$ cat src/rtl/baud_gen_pkg.sv
package baud_gen_pkg;
   localparam int unsigned CHAN_N   = 2;
   localparam int unsigned CHAN_TX  = 0;
   localparam int unsigned CHAN_RX  = 1;
   typedef enum logic {ADDR_PSC = 1'b0, ADDR_BAUD = 1'b1} reg_addr_e;
endpackage

$ cat src/rtl/baud_psc_frac.sv
// First stage: half-step prescaler, factor (code+1)/2, built as a step-2 accumulator.
module baud_psc_frac #(
   parameter int unsigned PSC_W = 5
) (
   input  logic             clk,
   input  logic             rst_n,
   input  logic             reload,
   input  logic [PSC_W-1:0] code,
   output logic             tick
);
   localparam int unsigned ACC_W = PSC_W + 2;

   logic [ACC_W-1:0] acc;
   logic [ACC_W-1:0] nxt;
   logic [ACC_W-1:0] modulus;

   assign modulus = ACC_W'(code) + ACC_W'(1);
   assign nxt     = acc + ACC_W'(2);

   always_ff @(posedge clk or negedge rst_n) begin
      if (!rst_n) begin
         acc  <= '0;
         tick <= 1'b0;
      end else if (reload || code == '0) begin
         acc  <= '0;
         tick <= 1'b0;
      end else if (nxt >= modulus) begin
         acc  <= nxt - modulus;
         tick <= 1'b1;
      end else begin
         acc  <= nxt;
         tick <= 1'b0;
      end
   end
endmodule

$ cat src/rtl/baud_div_cnt.sv
// Second stage: divide prescaler ticks by div+1.
module baud_div_cnt #(
   parameter int unsigned DIV_W = 11
) (
   input  logic             clk,
   input  logic             rst_n,
   input  logic             reload,
   input  logic [DIV_W-1:0] div,
   input  logic             in_tick,
   output logic             out_tick
);
   logic [DIV_W-1:0] cnt;

   always_ff @(posedge clk or negedge rst_n) begin
      if (!rst_n) begin
         cnt      <= '0;
         out_tick <= 1'b0;
      end else if (reload) begin
         cnt      <= div;
         out_tick <= 1'b0;
      end else if (in_tick) begin
         if (cnt == '0) begin
            cnt      <= div;
            out_tick <= 1'b1;
         end else begin
            cnt      <= cnt - DIV_W'(1);
            out_tick <= 1'b0;
         end
      end else begin
         out_tick <= 1'b0;
      end
   end
endmodule

$ cat src/rtl/baud_ext_sync.sv
// External pin: synchroniser chain plus rising-edge detect.
module baud_ext_sync #(
   parameter int unsigned STAGES = 2
) (
   input  logic clk,
   input  logic rst_n,
   input  logic pin,
   output logic rise
);
   logic [STAGES:0] chain;

   always_ff @(posedge clk or negedge rst_n) begin
      if (!rst_n) chain <= '0;
      else        chain <= {chain[STAGES-1:0], pin};
   end

   assign rise = chain[STAGES-1] & ~chain[STAGES];
endmodule

$ cat src/rtl/baud_chan_sel.sv
// Per-channel source select, power-down gate and oversampling divide.
module baud_chan_sel #(
   parameter int unsigned OVS = 16
) (
   input  logic clk,
   input  logic rst_n,
   input  logic reload,
   input  logic run,
   input  logic use_ext,
   input  logic int_tick,
   input  logic ext_tick,
   output logic x16_en,
   output logic bit_en
);
   localparam int unsigned OC_W = (OVS > 1) ? $clog2(OVS) : 1;
   localparam logic [OC_W-1:0] OC_LAST = OC_W'(OVS - 1);

   logic [OC_W-1:0] ocnt;

   assign x16_en = run & (use_ext ? ext_tick : int_tick);
   assign bit_en = x16_en & (ocnt == OC_LAST);

   always_ff @(posedge clk or negedge rst_n) begin
      if (!rst_n)      ocnt <= '0;
      else if (reload) ocnt <= '0;
      else if (x16_en) ocnt <= (ocnt == OC_LAST) ? '0 : ocnt + OC_W'(1);
   end
endmodule

$ cat src/rtl/baud_clk_gen.sv
module baud_clk_gen
   import baud_gen_pkg::*;
#(
   parameter int unsigned DATA_W      = 8,
   parameter int unsigned PSC_W       = 5,
   parameter int unsigned DIV_W       = 11,
   parameter int unsigned OVS         = 16,
   parameter int unsigned SYNC_STAGES = 2
) (
   input  logic              clk,
   input  logic              rst_n,
   input  logic              reg_wr,
   input  logic              reg_addr,
   input  logic [DATA_W-1:0] reg_wdata,
   output logic [DATA_W-1:0] reg_rdata,
   input  logic              tx_src_ext,
   input  logic              rx_src_ext,
   input  logic              ext_clk_in,
   output logic              tx_x16_en,
   output logic              rx_x16_en,
   output logic              tx_bit_en,
   output logic              rx_bit_en
);
   localparam int unsigned HI_W = DIV_W - DATA_W;

   if (DIV_W <= DATA_W) begin : g_bad_div
      $error("DIV_W must exceed DATA_W");
   end
   if (HI_W + PSC_W != DATA_W) begin : g_bad_split
      $error("prescaler code and divisor upper bits must fill one register");
   end
   if (OVS < 2 || (OVS & (OVS - 1)) != 0) begin : g_bad_ovs
      $error("OVS must be a power of two, at least 2");
   end
   if (SYNC_STAGES < 2) begin : g_bad_sync
      $error("SYNC_STAGES must be at least 2");
   end

   logic [DATA_W-1:0] psc_reg;
   logic [DATA_W-1:0] baud_reg;
   logic              reload_q;
   logic [PSC_W-1:0]  psc_code;
   logic [DIV_W-1:0]  div_val;
   logic              run;
   logic              psc_tick;
   logic              int_x16;
   logic              ext_tick;
   logic [CHAN_N-1:0] use_ext;
   logic [CHAN_N-1:0] ch_x16;
   logic [CHAN_N-1:0] ch_bit;

   always_ff @(posedge clk or negedge rst_n) begin
      if (!rst_n) begin
         psc_reg  <= '0;
         baud_reg <= '0;
         reload_q <= 1'b0;
      end else begin
         reload_q <= reg_wr;
         if (reg_wr && reg_addr == ADDR_PSC)  psc_reg  <= reg_wdata;
         if (reg_wr && reg_addr == ADDR_BAUD) baud_reg <= reg_wdata;
      end
   end

   assign reg_rdata = (reg_addr == ADDR_PSC) ? psc_reg : baud_reg;
   assign psc_code  = psc_reg[DATA_W-1 -: PSC_W];
   assign div_val   = {psc_reg[HI_W-1:0], baud_reg};
   assign run       = (psc_code != '0);

   baud_psc_frac #(.PSC_W(PSC_W)) i_psc (
      .clk(clk), .rst_n(rst_n), .reload(reload_q), .code(psc_code), .tick(psc_tick)
   );

   baud_div_cnt #(.DIV_W(DIV_W)) i_div (
      .clk(clk), .rst_n(rst_n), .reload(reload_q), .div(div_val),
      .in_tick(psc_tick), .out_tick(int_x16)
   );

   baud_ext_sync #(.STAGES(SYNC_STAGES)) i_ext (
      .clk(clk), .rst_n(rst_n), .pin(ext_clk_in), .rise(ext_tick)
   );

   assign use_ext[CHAN_TX] = tx_src_ext;
   assign use_ext[CHAN_RX] = rx_src_ext;

   for (genvar c = 0; c < CHAN_N; c++) begin : g_chan
      baud_chan_sel #(.OVS(OVS)) i_chan (
         .clk(clk), .rst_n(rst_n), .reload(reload_q), .run(run),
         .use_ext(use_ext[c]), .int_tick(int_x16), .ext_tick(ext_tick),
         .x16_en(ch_x16[c]), .bit_en(ch_bit[c])
      );
   end

   assign tx_x16_en = ch_x16[CHAN_TX];
   assign rx_x16_en = ch_x16[CHAN_RX];
   assign tx_bit_en = ch_bit[CHAN_TX];
   assign rx_bit_en = ch_bit[CHAN_RX];
endmodule

$ cat config.mk
export PLATFORM = sky130hd
export DESIGN_NAME = baud_clk_gen
export DESIGN_NICKNAME = d
export VERILOG_FILES = /design/src/rtl/baud_gen_pkg.sv /design/src/rtl/baud_psc_frac.sv /design/src/rtl/baud_div_cnt.sv /design/src/rtl/baud_ext_sync.sv /design/src/rtl/baud_chan_sel.sv /design/src/rtl/baud_clk_gen.sv
export SDC_FILE = /design/constraint.sdc
export NUM_CORES = 1
export LEC_CHECK = 0
export ABC_AREA = 1
export BUFFER_PORTS_ARGS = -buffer_cell sky130_fd_sc_hd__buf_2
export CAP_MARGIN = 10
export CORE_UTILIZATION = 62
export CTS_BUF_LIST = sky130_fd_sc_hd__clkbuf_8
export DETAILED_ROUTE_END_ITERATION = 7
export GPL_TIMING_DRIVEN = 0
export PLACE_DENSITY = 0.79
export SLEW_MARGIN = 10
export SYNTH_ARGS = -nofsm -noshare
export SYNTH_HDL_FRONTEND = slang
export SYNTH_HIERARCHICAL = 1
export SYNTH_SLANG_ARGS = --single-unit
$ cat constraint.sdc
create_clock -name clk -period 2.4 [get_ports clk]
set_input_delay 0.72 -clock clk [delete_from_list [all_inputs] [get_ports clk]]
set_output_delay 0.72 -clock clk [all_outputs]
set_load 0.01 [all_outputs]
==> results by group, run 1 <==
Clocking
  – Worst-Skew Late Latency: roughly 300 ps
  – Resized Gates After CTS: 0
  – H-Tree Depth: 2
  – CTS buffer count: 5
  – Clock Tree Buf Depth: 2
  – CTS sink count: 48
  – Root buffer cell: clkbuf_8
  – CTS tree: yes
  – Postcts setup bufs: 0
  – Clock-pin slew on the worst setup and hold paths: 90 ps
  – Number of hold buffers added after cts: 0

Timing
  – Fin crit period: around 2300 ps
  – Setup tns final: 0 ps
  – RSZ-0062 raised after global routing: false
  – Slew HR: between 30% and 40%
  – Max Slew Vio Count: 0
  – Fmax: about 430 MHz
  – Setup-failing EPs final: 0
  – Final Hold Viols: 0
  – Worst Tran Pin Value: 1040 ps
  – Fin crit share: 96.4%
  – Worst Skew: around 12 ps

Cells and area
  – FF/Latch Area: about 1200 um^2
  – Fill cells: about 460
  – Most frequent cells in the layout: 167 x nand2_1, 65 x inv_1, 59 x nand3_1
  – Commonest non-fill, non-tap cell in the layout: nand2_1
  – Top reg by flops: i_div/cnt
  – Layout cell share with drive strength beyond 1: between 10% and 20%
  – Max FFs per register: 11
  – Ant diodes: 0
  – Final net count: between 500 and 600
  – Area of the multi-input gates: ~1800 um^2
  – Area growth syn-to-layout: 9.75%
  – Non-Filler Instances: about 570
  – Final Cell Area: roughly 3600 um^2

Hold path
  – WHS Path Cells: 0
  – Hold_sp: i_ext/chain[0]
  – HP Class: reg -> reg
  – Hold endpoint: i_ext/chain[1]

Global route
  – Global-route wire length before repair: roughly 11000 um
  – Total congestion overflow: 0
  – Vias in the first global route: between 2000 and 2500
  – Initial antenna violation count: 0
  – Pin count of the biggest net entering global routing: 49
  – Total global-route track usage: approximately a quarter

Route
  – DR WL/cell: 11.7 um
  – 1st-iter DRT viols: ~210
  – Via total after detailed routing: approximately 2900
  – Vias per cell: roughly 5
  – Final wirelength: around 6600 um
  – Initial DRT Pass Iterations: 4
  – DRC: 0
  – Final ANT Viol Nets: 0

Yosys
  – Syn_nets: ~500
  – Syn_area_per_cell: between 7 and 8 um^2
  – Seq/Total Area, Yosys: a little over a third
  – Post-Syn Instances: 463
  – Cell variety after synth: 33
  – Async set-reset flop share out of synthesis: 100%
  – Number of synthesis warnings: 6
  – Synth Register Bits: 48
  – EDFF count, synth: 0
  – Post-synth top area share: ~36%
  – Synthesized area: 3320 um^2
  – Synth top area cells: dfrtp_1 36%, nand2_1 19%, nand3_1 8.9%
  – Top_reg_cell synth: dfrtp_1
  – Post-synth top area cell: dfrtp_1

Die
  – Die H: roughly 75 um
  – # IOs: 27
  – Die ar.: between 5000 and 6000 um^2
  – Core area: 5140 um^2
  – DIE WIDTH: approximately 75 um
  – Initial Util: between 60% and 70%
  – Site row count: 26

Placed design
  – Post-DP HPWL: 4860 um
  – Input/output buffers: 25
  – Final estimated routing congestion in global placement: between 0.8 and 0.9
  – Placed Area: about 3500 um^2
  – Placed insts: about 560

Setup path
  – CP Launch Type: flip-flop
  – Reg-to-reg endpoint: i_psc/acc[4]
  – Reg2Reg Setup Slack: roughly 250 ps
  – Worst setup EP type: output port
  – Crit Path Category: reg -> out
  – RR Startpoint: psc_reg[3]
  – R2R cell count: 13
  – CP Max Fanout: 8
  – Data required, critical path: 1680 ps
  – Critical Path AT: between 1500 and 2000 ps

Power
  – PwrDens: around 900 nW/um^2
  – Worst ir drop on vdd: roughly 0.00065 V
  – LEAKAGE: between 0.002 and 0.0025 uW

Flow run
  – Max_cap viols: 0

Outcome
  – Outcome: finished, final reports clean
how the worst max path moves through the flow:
| stage | startpoint | endpoint | slack (ps) |
|---|---|---|---|
| finish | psc_reg[3] | tx_bit_en | 90 |
| floorplan | psc_reg[3] | i_psc/acc[1] | 470 |
| CTS | psc_reg[3] | tx_bit_en | 80 |
| global route | psc_reg[3] | tx_bit_en | 10 |
| detailed placement | psc_reg[3] | i_psc/acc[0] | 290 |
| global placement | psc_reg[3] | i_psc/acc[1] | 320 |
routing by layer:
metal | vias to the layer above | GRT usage (%) | routed length, um
li1 | 1507 | - | -
met1 | 1305 | 34.3 | 3160
met2 | 58 | 40.1 | 3090
met3 | 8 | 4.55 | 271
met4 | 0 | 7.82 | 88
met5 | - | 0 | 0
final cells by class:
class	count	area share (%)
Clock buffer	5	1.89
Sequential cell	48	32.9
Tap cell	70	2.40
Buffer	9	2.92
Clock inverter	3	1.17
Multi-Input combinational cell	337	48.0
Timing Repair Buffer	25	3.43
Inverter	69	7.24
stage by stage:
step	total power (uW)	setup slack, ps	hold slack (ps)	utilization (%)
global placement	2660	320	334	68.8
detailed placement	2700	291	335	68.8
floorplan	2370	472	331	-
global route	3600	9.90	358	71.0
finish	3280	87.4	345	71.0
CTS	3300	77.3	344	71.0
power by group:
group          total [uW]  switching [uW]  internal, uW
Combinational        1540             957           583
Sequential           1160             188           973
Clock                 581             273           308
Total                3280            1420          1860
critical path, cell delays in order (launching register included):
cell and delay [ps]:
dfrtp_1 480, nor2_1 150, nand3_1 240, nand3_4 220, nor2_1 70, buf_2 130
cell families after synthesis:
kind of cell               share of synthesized area, %
and+or+nand+nor                                    42.4
buffers and inverters                              11.1
DFF                                                36.1
adders and majority gates                          5.50
xor gates and xnor gates                           2.90
AOI/OAI and AO/OA                                  1.88
cell usage after synthesis (2+ instances only):
cell type / instances
a21oi_1: 4
buf_4: 2
buf_6: 3
dfrtp_1: 48
ha_1: 13
inv_1: 65
inv_2: 3
nand2_1: 167
nand2_2: 13
nand2_4: 4
nand3_1: 59
nand3_2: 4
nand3_4: 2
nand4_1: 14
nor2_1: 30
nor2_2: 3
nor2_4: 3
o21bai_1: 2
xnor2_1: 9
xor2_1: 2
Power figures use the tool's default switching activity.
==> run 2, diff against run 1 <==
--- a/config.mk
+++ b/config.mk
@@ -8,11 +8,10 @@
 export ABC_AREA = 1
 export BUFFER_PORTS_ARGS = -buffer_cell sky130_fd_sc_hd__buf_2
 export CAP_MARGIN = 10
-export CORE_UTILIZATION = 62
-export CTS_BUF_LIST = sky130_fd_sc_hd__clkbuf_8
+export CORE_UTILIZATION = 60
 export DETAILED_ROUTE_END_ITERATION = 7
 export GPL_TIMING_DRIVEN = 0
-export PLACE_DENSITY = 0.79
+export PLACE_DENSITY = 0.77
 export SLEW_MARGIN = 10
 export SYNTH_ARGS = -nofsm -noshare
 export SYNTH_HDL_FRONTEND = slang
==> constraint.sdc (replaced) <==
create_clock -name clk -period 2.4 [get_ports clk]
set_input_delay 0.48 -clock clk [delete_from_list [all_inputs] [get_ports clk]]
set_output_delay 0.48 -clock clk [all_outputs]
set_load 0.01 [all_outputs]
==> run 2 against run 1 <==
Against the previous run: clock skew down 1.5 ps; hold slack worse by 33 ps; setup slack gained 110 ps; via count increased by 1.4%; flip-flop and latch count is the same; sequential power barely moved; non-clock buffer count is the same; power up 0.59%; maximum frequency grew 4.9%; wire length increased by 5.3%; final area did not move; largest cell class unchanged; largest power group unchanged.
==> results by group, run 2 (synthesis results as in run 1) <==
Clocking
  – CTS tree: yes
  – Number of hold buffers added after cts: 0
  – CTS sink count: 48
  – H-Tree Depth: 2
  – CTS buffer count: 5
  – Clock Tree Buf Depth: 2
  – Postcts setup bufs: 0
  – Clock-pin slew on the worst setup and hold paths: 90 ps
  – Root buffer cell: clkbuf_8
  – Worst-Skew Late Latency: about 300 ps
  – Resized Gates After CTS: 0

Route
  – Top layer in use: met4
  – Wl on met1: around 3200 um
  – Final ANT Viol Nets: 0
  – Vias per cell: a little over 5
  – Final wirelength: 6950 um
  – Initial DRT Pass Iterations: 4
  – WL met3: about 280 um
  – DRC: 0
  – Via total after detailed routing: 2918
  – WL met2: about 3400 um
  – DR WL/cell: 12.3 um
  – 1st-iter DRT viols: ~160

Setup path
  – CP Max Fanout: 7
  – Worst setup EP type: flip-flop
  – Critical Path AT: ~2400 ps
  – Crit Path Category: reg -> reg
  – CP Launch Type: flip-flop
  – Data required, critical path: between 2000 and 3000 ps

Global route
  – Pin count of the biggest net entering global routing: 49
  – Global-route wire length before repair: 12500 um
  – Initial antenna violation count: 0
  – Total congestion overflow: 0
  – Total global-route track usage: between 20% and 30%
  – Vias in the first global route: 2781

Timing
  – Final Hold Viols: 0
  – Worst Tran Pin Value: between 1000 and 1500 ps
  – Fin crit share: roughly nine tenths
  – Setup-failing EPs final: 0
  – Setup tns final: 0 ps
  – Fin crit period: about 2200 ps
  – Fmax: ~450 MHz
  – RSZ-0062 raised after global routing: false
  – Worst Skew: ~10 ps
  – Max Slew Vio Count: 0
  – Slew HR: 28.0%

Cells and area
  – Layout cell share with drive strength beyond 1: 15.3%
  – Final Cell Area: about 3600 um^2
  – Area growth syn-to-layout: 9.75%
  – Commonest non-fill, non-tap cell in the layout: nand2_1
  – Final net count: 524
  – Most frequent cells in the layout: 167 x nand2_1, 65 x inv_1, 59 x nand3_1
  – Max FFs per register: 11
  – Top reg by flops: i_div/cnt
  – Post-layout util: between 70% and 80%
  – Ant diodes: 0

Die
  – Initial Util: 63.8%
  – Die ar.: just under 6000 um^2
  – Core area: about 5200 um^2
  – Site row count: 26
  – DIE WIDTH: 76.4 um
  – # IOs: 27
  – Die H: around 76 um

Power
  – Worst ir drop on vdd: 0.000777 V
  – PwrDens: about 910 nW/um^2
  – LEAKAGE: 0.00204 uW

Hold path
  – HP Class: in -> reg

Flow run
  – Max_cap viols: 0

Placed design
  – Placed Area: between 3000 and 4000 um^2
  – Final estimated routing congestion in global placement: between 0.9 and 1
  – Input/output buffers: 25
  – Post-DP HPWL: approximately 5300 um

Outcome
  – Outcome: finished, final reports clean
-- run 2: final timing paths --
check | cells after the start | from | to | slack [ps]
worst max-delay path | 13 | psc_reg[4] | i_psc/acc[2] | 200
worst min-delay path | 1 | ext_clk_in | i_ext/chain[0] | 310
worst max register to register | 13 | psc_reg[4] | i_psc/acc[2] | 200
worst min register to register | 0 | i_ext/chain[0] | i_ext/chain[1] | 380
max in group asynchronous | 1 | rst_n | i_ext/chain[1] | 1360
min in group asynchronous | 1 | rst_n | g_chan[0].i_chan/ocnt[0] | 380
-- run 2: stage by stage --
stage	setup slack, ps	hold slack, ps	std cells	total power (uW)
global placement	294	332	558	2670
global route	14.0	287	566	3620
CTS	207	305	566	3310
finish	196	311	566	3300
floorplan	472	184	463	2370
detailed placement	232	349	558	2730
-- run 2: worst max-delay path, stage by stage, from the launching register on --
cell	delay, ps
dfrtp_1	490
ha_1	240
nand2_1	80
xnor2_1	160
inv_1	70
ha_1	330
nand2_1	120
inv_2	50
nand2_1	80
nand2_2	90
nor2_8	170
nand2_4	80
nand3_1	80
nand2_1	50
-- run 2: routing by layer --
metal / vias up / GRT usage (%)
li1: 1505 / -
met1: 1337 / 35.0
met2: 70 / 45.7
met3: 6 / 3.95
met4: 0 / 5.38
met5: - / 0
-- run 2: cell type report --
cell class / instances / area, um^2
Fill cell: 485 / 1560
Buffer: 9 / 106
Clock buffer: 5 / 68.8
Timing Repair Buffer: 25 / 125
Clock inverter: 3 / 42.5
Tap cell: 70 / 87.6
Multi-Input combinational cell: 337 / 1750
Sequential cell: 48 / 1200
Inverter: 69 / 264
-- run 2: report_power, final --
group / internal, uW / total, uW / leakage (uW) / switching, uW
registers: 973 / 1160 / 0.000608 / 188
logic: 586 / 1560 / 0.00138 / 974
clock network: 308 / 580 / 0.0000541 / 271
total: 1870 / 3300 / 0.00204 / 1430
==> run 3, diff against run 2 <==
--- a/config.mk
+++ b/config.mk
@@ -8,6 +8,7 @@
 export ABC_AREA = 1
 export BUFFER_PORTS_ARGS = -buffer_cell sky130_fd_sc_hd__buf_2
 export CAP_MARGIN = 10
+export CORE_ASPECT_RATIO = 1.4
 export CORE_UTILIZATION = 60
 export DETAILED_ROUTE_END_ITERATION = 7
 export GPL_TIMING_DRIVEN = 0
==> run 3 against run 2 <==
Against the previous run: maximum frequency up 3.3%; critical path depth decreased by 2; critical endpoint is now i_psc/acc[4]; global-route usage down 1.1 points; largest cell class unchanged; hold slack got worse by 130 ps; power shrank 3.3%; highest routed layer unchanged; first-iteration DRC count fell by 17%; via count shrank 2.0%; clock power down 15%; combinational power hardly changed; clock-buffer cell count grew 2; largest power group unchanged; cell count decreased by 0.71%; utilization decreased by 0.80 points.
==> results by group, run 3 (synthesis results as in run 1) <==
Setup path
  – R2R cell count: 11
  – Critical Path AT: 2320 ps
  – Reg2Reg Setup Slack: around 270 ps
  – CP Launch Point: psc_reg[3]
  – Reg-to-reg endpoint: i_psc/acc[4]
  – Worst setup EP type: flip-flop
  – RR Startpoint: psc_reg[3]
  – Max incr delay on CP: 460 ps
  – Slowest cell on the critical path: dfrtp_1
  – Crit Path Category: reg -> reg
  – Data required, critical path: approximately 2600 ps
  – CP Launch Type: flip-flop
  – CP endpoint: i_psc/acc[4]
  – CP cell instances: ha_1 -> nand2_1 -> xnor2_1 -> inv_1 -> ha_1 -> a21oi_1 -> nand3_1 -> nand2_2 -> nand2_4 -> nand3_1 -> nand2_1
  – CP Max Fanout: 8

Die
  – Die H: between 90 and 100 um
  – # IOs: 27
  – Site row count: 31
  – Core area: ~5200 um^2
  – Die ar.: around 6000 um^2
  – Initial Util: ~63%
  – DIE WIDTH: 64.9 um

Global route
  – Total global-route track usage: 25.3%
  – Total congestion overflow: 0
  – Pin count of the biggest net entering global routing: 49
  – Global-route wire length before repair: roughly 12000 um
  – Initial antenna violation count: 0
  – Vias in the first global route: between 2000 and 3000

Cells and area
  – Final net count: approximately 520
  – Commonest non-fill, non-tap cell in the layout: nand2_1
  – Top reg by flops: i_div/cnt
  – Max FFs per register: 11
  – Area growth syn-to-layout: 9.15%
  – Fill cells: between 400 and 500
  – Ant diodes: 0
  – Most frequent cells in the layout: 167 x nand2_1, 65 x inv_1, 59 x nand3_1
  – Layout cell share with drive strength beyond 1: around 15%

Timing
  – Final Hold Viols: 0
  – Fin crit period: between 2000 and 2500 ps
  – Worst Skew: 8.03 ps
  – Setup tns final: 0 ps
  – RSZ-0062 raised after global routing: false
  – Setup-failing EPs final: 0
  – Slew HR: 59.2%
  – Max Slew Vio Count: 0
  – Fmax: around 470 MHz
  – Fin crit share: between 80% and 90%
  – Worst Tran Pin Value: 611 ps

Route
  – WL met2: between 3000 and 4000 um
  – Top layer in use: met4
  – 1st-iter DRT viols: 133
  – Final wirelength: between 6000 and 7000 um
  – WL met3: between 200 and 250 um
  – Wl on met1: between 2000 and 3000 um
  – DR WL/cell: about 12 um
  – Initial DRT Pass Iterations: 4
  – DRC: 0
  – Via total after detailed routing: 2860
  – Final ANT Viol Nets: 0
  – Vias per cell: just over 5

Power
  – Overall power: between 3000 and 4000 uW
  – Worst ir drop on vdd: 0.000659 V
  – LEAKAGE: around 0.002 uW
  – PwrDens: ~880 nW/um^2

Placed design
  – Input/output buffers: 25
  – Final estimated routing congestion in global placement: between 0.8 and 0.9
  – Post-DP HPWL: a little over 5000 um

Clocking
  – Number of hold buffers added after cts: 0
  – CTS sink count: 48
  – H-Tree Depth: 2
  – Clock Tree Buf Depth: 2
  – Clock-pin slew on the worst setup and hold paths: roughly 90 ps
  – Postcts setup bufs: 0
  – CTS tree: yes
  – CTS buffer count: 5
  – Root buffer cell: clkbuf_8
  – Resized Gates After CTS: 0
  – Worst-Skew Late Latency: between 200 and 300 ps

Flow run
  – Max_cap viols: 0

Hold path
  – HP Class: in -> async

Outcome
  – Outcome: finished, final reports clean
run 3: power breakdown:
part	internal (uW)	leakage, uW	switching, uW
clock network	234	0.0000445	257
logic	584	0.00138	959
registers	973	0.000608	184
total	1790	0.00203	1400
run 3: routing by layer:
layer  GRT usage [%]  vias up
li1                -     1515
met1            30.8     1284
met2            45.1       57
met3            3.55        4
met4            7.22        0
met5               0        -
run 3: how the worst min path moves through the flow:
stage                               end  slack [ps]  cells after the start
2_1_floorplan               baud_reg[0]         180                      0
3_3_place_gp             i_ext/chain[1]         330                      0
3_5_place_dp             i_ext/chain[1]         340                      0
4_1_cts                  i_ext/chain[0]         290                      1
5_1_grt        g_chan[1].i_chan/ocnt[3]         240                      1
6_report       g_chan[1].i_chan/ocnt[0]         180                      1
run 3: layout make-up:
type	count	area [um^2]	share of cell area [%]
multi-input combinational	337	1750	48.3
buffer	9	106	2.93
sequential	48	1200	33.1
tap	66	82.6	2.28
timing repair buffer	25	128	3.52
clock buffer	7	86.3	2.38
clock inverter	1	7.51	0.207
inverter	69	264	7.28
run 3: critical path: cells and delay by family (launching register included):
| family | cells | cell delay (ps) |
|---|---|---|
| buf+inv | 1 | 70 |
| flops | 1 | 460 |
| fa+ha+maj | 2 | 590 |
| compound gates | 1 | 170 |
| xor+xnor | 1 | 110 |
| simple gates | 6 | 620 |
run 3: stage by stage:
stage	area [um^2]	worst slack (ps)	hold slack (ps)	std cells	util (%)
after detailed placement	3530	271	336	554	67.4
final	3630	266	182	562	69.3
after global routing	3630	95.6	243	562	69.3
after global placement	3530	304	332	554	67.4
after CTS	3620	256	292	562	69.2
after floorplan	3320	472	184	463	-
